<file path="src/rtl/otp_pkg.sv">
package otp_pkg;

    typedef enum logic [1:0] {
        CMD_READ  = 2'd0,
        CMD_SENSE = 2'd1,
        CMD_PROG  = 2'd2,
        CMD_OVR   = 2'd3
    } otp_cmd_e;

    typedef enum logic [1:0] {
        ST_LOAD = 2'd0,
        ST_IDLE = 2'd1,
        ST_WAIT = 2'd2
    } otp_state_e;

    function automatic int unsigned max_of(int unsigned a, int unsigned b);
        return (a > b) ? a : b;
    endfunction

    function automatic logic is_array_cmd(otp_cmd_e c);
        return (c == CMD_SENSE) || (c == CMD_PROG);
    endfunction

endpackage

</file>
<file path="src/rtl/otp_fuse_array.sv">
module otp_fuse_array #(
    parameter int WORD_W = 32,
    parameter int DEPTH  = 24,
    parameter int AW     = 5
) (
    input  logic              clk,
    input  logic [AW-1:0]     raddr,
    output logic [WORD_W-1:0] rdata,
    input  logic              blow_en,
    input  logic [AW-1:0]     blow_addr,
    input  logic [WORD_W-1:0] blow_mask
);
    // Non-volatile model: no reset, power-on state all unblown.
    logic [WORD_W-1:0] fuse_q [DEPTH] = '{default: '0};

    always_ff @(posedge clk) begin
        if (blow_en) begin
            fuse_q[blow_addr] <= fuse_q[blow_addr] | blow_mask;
        end
    end

    assign rdata = fuse_q[raddr];
endmodule

</file>
<file path="src/rtl/otp_shadow_cache.sv">
module otp_shadow_cache #(
    parameter int WORD_W = 32,
    parameter int DEPTH  = 24,
    parameter int AW     = 5
) (
    input  logic              clk,
    input  logic [AW-1:0]     raddr,
    output logic [WORD_W-1:0] rdata,
    input  logic              we,
    input  logic [AW-1:0]     waddr,
    input  logic [WORD_W-1:0] wdata
);
    logic [WORD_W-1:0] shadow_q [DEPTH];

    always_ff @(posedge clk) begin
        if (we) begin
            shadow_q[waddr] <= wdata;
        end
    end

    assign rdata = shadow_q[raddr];
endmodule

</file>
<file path="src/rtl/otp_seq.sv">
module otp_seq
    import otp_pkg::*;
#(
    parameter int WORD_W    = 32,
    parameter int TOTAL     = 24,
    parameter int AW        = 5,
    parameter int SENSE_CYC = 4,
    parameter int PROG_CYC  = 6,
    parameter bit RELOAD    = 1'b0
) (
    input  logic              clk,
    input  logic              rst,
    input  logic              start,
    input  otp_cmd_e          cmd,
    input  logic              addr_ok,
    input  logic [AW-1:0]     addr,
    input  logic [WORD_W-1:0] wdata,
    output logic [AW-1:0]     arr_raddr,
    input  logic [WORD_W-1:0] arr_rdata,
    output logic              arr_we,
    output logic [AW-1:0]     arr_waddr,
    output logic [WORD_W-1:0] arr_wmask,
    output logic [AW-1:0]     cache_raddr,
    input  logic [WORD_W-1:0] cache_rdata,
    output logic              cache_we,
    output logic [AW-1:0]     cache_waddr,
    output logic [WORD_W-1:0] cache_wdata,
    output logic [WORD_W-1:0] rdata,
    output logic              busy,
    output logic              done,
    output logic              err
);
    localparam int MAXC = int'(max_of(SENSE_CYC, PROG_CYC));
    localparam int CW   = $clog2(MAXC + 1);

    typedef struct packed {
        otp_cmd_e          cmd;
        logic [AW-1:0]     addr;
        logic [WORD_W-1:0] data;
    } req_t;

    otp_state_e        state_q;
    req_t              req_q;
    logic [CW-1:0]     cnt_q;
    logic [AW-1:0]     load_q;
    logic              finish;
    logic              accept;
    logic [WORD_W-1:0] merged;

    assign accept = (state_q == ST_IDLE) && start;
    assign finish = (state_q == ST_WAIT) && (cnt_q == '0);
    assign merged = arr_rdata | req_q.data;
    assign busy   = (state_q != ST_IDLE);

    always_comb begin
        arr_raddr   = (state_q == ST_LOAD) ? load_q : req_q.addr;
        cache_raddr = addr;
        arr_we      = finish && (req_q.cmd == CMD_PROG);
        arr_waddr   = req_q.addr;
        arr_wmask   = req_q.data;
        cache_we    = 1'b0;
        cache_waddr = req_q.addr;
        cache_wdata = merged;
        if (state_q == ST_LOAD) begin
            cache_we    = 1'b1;
            cache_waddr = load_q;
            cache_wdata = arr_rdata;
        end else if (accept && addr_ok && cmd == CMD_OVR) begin
            cache_we    = 1'b1;
            cache_waddr = addr;
            cache_wdata = wdata;
        end else if (RELOAD && finish && req_q.cmd == CMD_PROG) begin
            cache_we    = 1'b1;
        end
    end

    always_ff @(posedge clk) begin
        if (rst) begin
            state_q <= ST_LOAD;
            load_q  <= '0;
            cnt_q   <= '0;
            req_q   <= '0;
            rdata   <= '0;
            done    <= 1'b0;
            err     <= 1'b0;
        end else begin
            done <= 1'b0;
            err  <= 1'b0;
            unique case (state_q)
                ST_LOAD: begin
                    load_q <= load_q + 1'b1;
                    if (load_q == AW'(TOTAL - 1)) state_q <= ST_IDLE;
                end
                ST_IDLE: begin
                    if (start) begin
                        if (!addr_ok) begin
                            done  <= 1'b1;
                            err   <= 1'b1;
                            rdata <= '0;
                        end else if (is_array_cmd(cmd)) begin
                            req_q   <= '{cmd: cmd, addr: addr, data: wdata};
                            cnt_q   <= (cmd == CMD_SENSE) ? CW'(SENSE_CYC - 1)
                                                          : CW'(PROG_CYC - 1);
                            state_q <= ST_WAIT;
                        end else begin
                            done  <= 1'b1;
                            rdata <= (cmd == CMD_READ) ? cache_rdata : wdata;
                        end
                    end
                end
                ST_WAIT: begin
                    if (cnt_q == '0) begin
                        state_q <= ST_IDLE;
                        done    <= 1'b1;
                        rdata   <= (req_q.cmd == CMD_PROG) ? merged : arr_rdata;
                    end else begin
                        cnt_q <= cnt_q - 1'b1;
                    end
                end
                default: state_q <= ST_IDLE;
            endcase
        end
    end
endmodule

</file>
<file path="src/rtl/otp_fusebox_ctrl.sv">
module otp_fusebox_ctrl
    import otp_pkg::*;
#(
    parameter int WORD_W         = 32,
    parameter int NUM_BANKS      = 3,
    parameter int WORDS_PER_BANK = 8,
    parameter int BANK_IDX_W     = 2,
    parameter int WORD_IDX_W     = 4,
    parameter int SENSE_CYC      = 4,
    parameter int PROG_CYC       = 6,
    parameter bit RELOAD_ON_PROG = 1'b0
) (
    input  logic                  clk,
    input  logic                  rst,
    input  logic                  start_i,
    input  logic [1:0]            cmd_i,
    input  logic [BANK_IDX_W-1:0] bank_i,
    input  logic [WORD_IDX_W-1:0] word_i,
    input  logic [WORD_W-1:0]     wdata_i,
    output logic [WORD_W-1:0]     rdata_o,
    output logic                  busy_o,
    output logic                  done_o,
    output logic                  err_o
);
    localparam int TOTAL = NUM_BANKS * WORDS_PER_BANK;
    localparam int AW    = (TOTAL > 1) ? $clog2(TOTAL) : 1;

    logic              req_ok;
    logic [AW-1:0]     req_addr;
    logic [AW-1:0]     arr_raddr, arr_waddr, cache_raddr, cache_waddr;
    logic [WORD_W-1:0] arr_rdata, arr_wmask, cache_rdata, cache_wdata;
    logic              arr_we, cache_we;

    always_comb begin
        req_ok   = (32'(bank_i) < 32'(NUM_BANKS)) && (32'(word_i) < 32'(WORDS_PER_BANK));
        req_addr = '0;
        if (req_ok) req_addr = AW'(32'(bank_i) * 32'(WORDS_PER_BANK) + 32'(word_i));
    end

    otp_fuse_array #(.WORD_W(WORD_W), .DEPTH(TOTAL), .AW(AW)) u_array (
        .clk       (clk),
        .raddr     (arr_raddr),
        .rdata     (arr_rdata),
        .blow_en   (arr_we),
        .blow_addr (arr_waddr),
        .blow_mask (arr_wmask)
    );

    otp_shadow_cache #(.WORD_W(WORD_W), .DEPTH(TOTAL), .AW(AW)) u_cache (
        .clk   (clk),
        .raddr (cache_raddr),
        .rdata (cache_rdata),
        .we    (cache_we),
        .waddr (cache_waddr),
        .wdata (cache_wdata)
    );

    otp_seq #(
        .WORD_W(WORD_W), .TOTAL(TOTAL), .AW(AW),
        .SENSE_CYC(SENSE_CYC), .PROG_CYC(PROG_CYC), .RELOAD(RELOAD_ON_PROG)
    ) u_seq (
        .clk         (clk),
        .rst         (rst),
        .start       (start_i),
        .cmd         (otp_cmd_e'(cmd_i)),
        .addr_ok     (req_ok),
        .addr        (req_addr),
        .wdata       (wdata_i),
        .arr_raddr   (arr_raddr),
        .arr_rdata   (arr_rdata),
        .arr_we      (arr_we),
        .arr_waddr   (arr_waddr),
        .arr_wmask   (arr_wmask),
        .cache_raddr (cache_raddr),
        .cache_rdata (cache_rdata),
        .cache_we    (cache_we),
        .cache_waddr (cache_waddr),
        .cache_wdata (cache_wdata),
        .rdata       (rdata_o),
        .busy        (busy_o),
        .done        (done_o),
        .err         (err_o)
    );
endmodule

</file>
<file path="config.mk">
export PLATFORM = sky130hd
export DESIGN_NAME = otp_fusebox_ctrl
export DESIGN_NICKNAME = d
export VERILOG_FILES = /design/src/rtl/otp_pkg.sv /design/src/rtl/otp_fuse_array.sv /design/src/rtl/otp_shadow_cache.sv /design/src/rtl/otp_seq.sv /design/src/rtl/otp_fusebox_ctrl.sv
export SDC_FILE = /design/constraint.sdc
export NUM_CORES = 2
export LEC_CHECK = 0
export BUFFER_PORTS_ARGS = -buffer_cell sky130_fd_sc_hd__buf_2
export CAP_MARGIN = 15
export CORE_MARGIN = 2
export CORE_UTILIZATION = 30
export DETAILED_ROUTE_END_ITERATION = 7
export PLACE_DENSITY = 0.5
export SLEW_MARGIN = 20
export SYNTH_ARGS = -nofsm -noshare
export SYNTH_HDL_FRONTEND = slang
export SYNTH_SLANG_ARGS = --single-unit
</file>
<file path="constraint.sdc">
create_clock -name clk -period 5.2 [get_ports clk]
set_input_delay 0.52 -clock clk [delete_from_list [all_inputs] [get_ports clk]]
set_output_delay 0.52 -clock clk [all_outputs]
set_load 0.1 [all_outputs]
</file>
==> flow_metrics.py <==
metrics = {
    "clocking": {
        "clock_latency_ns": 0.81,
        "post_cts_resized": 0,
        "cts_inserted_buffers": 163,
        "htreeDepth": 4,
        "clock_sinks": 1624,
        "root_buffer": "clkbuf_16",
        "cts_tree": "built",
        "cts_buffer_depth": 3,
        "path_clk_slew_ns": 0.06,
    },
    "floorplanning": {
        "fp.dieW_um": 495.9,
        "core_sq_um": 240500,
        "chipHeight_um": 495.9,
        "fp-row-count": 180,
        "dieArea_sq_um": 245900,
        "io_pins": 78,
        "start_util": 0.3018,
    },
    "global_route": {
        "antenna_found_initial": 6,
        "grtUsageTotal": 0.1820,
        "grt_start_max_net_pins": 121,
        "grt_pass1_vias": 43800,
        "grt_pass1_wl_um": 325100,
        "gr-total-overflow": 0,
    },
    "placement": {
        "gp_congestion": 0.8729,
        "dp.final_hpwl_um": 136400,
        "place_area_sq_um": 78050,
        "placed_cells": 7698,
        "dp_slack_ns": 0.8540,
        "io_buffers": 77,
    },
    "worst_setup_path": {
        "timing.critical_path.mode_cell": "buf_4",
        "startpoint_type": "register",
        "cpMaxStageDelayCell": "mux4_2",
        "path_cells": "inv_1, ha_4, mux2i_4, buf_12, buf_4, mux4_2, a22o_1, a211oi_1, buf_4, mux2i_1, o22a_1",
        "crit_fanout": 39,
        "cp-end-kind": "register",
        "worstPathRequired_ns": 5.58,
        "worst-path-buf-inv": 4,
        "cp_top_family": "compound AO/OA/AOI/OAI gates",
        "path_class": "reg -> reg",
        "worstPathArrival_ns": 4.76,
        "rrSetupSlack_ns": 0.82,
        "max_stage_delay_ns": 0.54,
    },
    "final_layout": {
        "nets": 4764,
        "final_layout_size_suffix_gt1_frac": 0.2199,
        "fin_cells": 8039,
        "syn2layout_area_growth_pct": 15.33,
        "design_area_sq_um": 83720,
    },
    "logic_synthesis": {
        "synth_simple_gate_area_frac": 0.06383,
        "synth_top_family_by_area": "multiplexers",
        "netlist.area_leader.share": 0.6354,
        "synth_edf_count": 1536,
        "synthMuxAreaShare": 0.1562,
        "synth.avg_cell_area_sq_um": 15.80,
        "syn-num-nets": 4648,
        "synth_cell_types": 68,
        "synth_xor_area_frac": 0.0004826,
        "synth-seq-cells": 1624,
        "synth_most_common_cell": "edfxtp_1",
        "netlist_instances": 4595,
        "synthTopCellsByCount": "1536 x edfxtp_1, 384 x mux4_2, 283 x nand2_1, 237 x nor2_1, 231 x clkbuf_1",
        "synth_compound_area_frac": 0.09393,
        "synth_warnings": 0,
        "ys_top_cells_by_area": "edfxtp_1 64%, mux4_2 12%, mux2i_1 3.1%",
        "synth_area_sq_um": 72590,
        "ys_seq_area_frac": 0.6597,
        "synthArstFlopShare": 0,
        "yosys.area_share.adder": 0.001724,
        "synth_top_area_cell": "edfxtp_1",
        "synthFlopType": "edfxtp_1",
    },
    "timing": {
        "finalHoldViolations": 0,
        "post-route-period-util": 0.8431,
        "fin_ws_ns": 0.8160,
        "worst_pin_slew_ns": 0.9889,
        "setup_tns_ns": 0,
        "max_slew_margin": 0.3407,
        "slew_viol_final": 0,
        "finClkSkew_ns": 0.02561,
        "rsz0062_at_grt": "false",
        "fmaxAchievable_mhz": 228.1,
        "period_minus_slack_ns": 4.384,
        "finalSetupViolations": 0,
    },
    "power_and_ir_drop": {
        "power-per-cell-area_nw_per_um2": 413.1,
        "leakage_nw": 22.43,
        "ir_drop_v": 0.0003600,
    },
    "detailed_routing": {
        "postRouteWirelength_um": 227900,
        "postRouteAntennaNets": 0,
        "via_per_inst": 5.474,
        "wire_per_inst_um": 28.35,
        "drtPass1Iterations": 6,
        "route.detailed.drc": 0,
        "num_vias": 44010,
        "drt-initial-drc-count": 3933,
    },
    "flow_run": {
        "cap_violations": 0,
    },
    "worst_hold_path": {
        "min_path_type": "in -> reg",
    },
    "outcome": {
        "status": "finished clean",
    },
}
## timing repair
item,CTS,global route
setup endpoints to repair,0,0
hold buffers,33,0
hold endpoints to repair,25,0
buffers inserted,0,0
## placed cells by master (no fill, tap or decap), drive strengths merged, types with 94 or more instances in the layout
cell,instances
o21ai,105
o22ai,97
mux2i,228
nor2b,135
mux4,384
edfxtp,1536
and3,101
o32ai,94
a21oi,142
nor2,237
nand2,283
buf,285
a211oi,98
clkbuf,204
## layout make-up
| class | count | area [sq um] |
|---|---|---|
| Antenna cell | 7 | 17.52 |
| Clock buffer | 204 | 4424 |
| Clock inverter | 97 | 895.9 |
| Fill cell | 22840 | 156800 |
| Inverter | 43 | 161.4 |
| Multi-Input combinational cell | 2561 | 23550 |
| Sequential cell | 1624 | 47900 |
| Tap cell | 3185 | 3985 |
| Timing Repair Buffer | 318 | 2775 |
## metal layers
metal | GRT usage | vias up | part of all wire
li1 | - | 18930 | -
met1 | 0.2315 | 23280 | 0.41
met5 | 0 | - | 0
met2 | 0.3156 | 1433 | 0.51
met4 | 0.07290 | 0 | 0.040
met3 | 0.02096 | 363 | 0.048
## worst register-to-register path: stages, from the launching register on
cell and delay (ns):
dfxtp_1 0.32, inv_1 0.15, ha_4 0.33, mux2i_4 0.34, buf_12 0.34, buf_4 0.47, mux4_2 0.56, a22o_1 0.24
a211oi_1 0.39, buf_4 0.23, mux2i_1 0.09, o22a_1 0.50
## registers in the layout (all words and copies together), names as in the netlist, named ones only
register          flops
u_array.fuse_q      768
u_cache.shadow_q    768
u_seq.arr_waddr       5
u_seq.arr_wmask      32
u_seq.cnt_q           3
u_seq.done            1
u_seq.err             1
u_seq.load_q          5
u_seq.rdata          32
u_seq.req_q           2
u_seq.state_q         2
## cell families after synthesis
| kind of cell | count (synthesis) |
|---|---|
| buf+inv | 410 |
| compound gates | 939 |
| fa+ha+maj | 10 |
| flops | 1624 |
| xor+xnor | 4 |
| mux | 647 |
| simple gates | 961 |
## power breakdown
part	internal [mW]	switching (mW)
Clock	6.71	5.09
Combinational	1.94	4.80
Sequential	15.8	0.210
## worst paths after layout
kind                 startpoint                      to  cells past startpoint
min                  wdata_i[5]      u_seq.arr_wmask[5]                      3
min reg2reg  u_seq.arr_wmask[3]      u_seq.arr_wmask[3]                      2
max            u_seq.state_q[0]  u_cache.shadow_q[1][8]                     11
max reg2reg    u_seq.state_q[0]  u_cache.shadow_q[1][8]                     11
## stage by stage
| step | utilization | total power, mW | hold WS [ns] |
|---|---|---|---|
| after CTS | 0.3480 | 34.81 | 0.003656 |
| after detailed placement | 0.3245 | 23.03 | 0.4683 |
| final | 0.3480 | 34.58 | 0.06505 |
| after floorplan | - | 20.21 | 0.4318 |
| after global placement | 0.3245 | 22.93 | 0.4457 |
| after global routing | 0.3480 | 35.73 | 0.04115 |
Power figures use the tool's default switching activity.
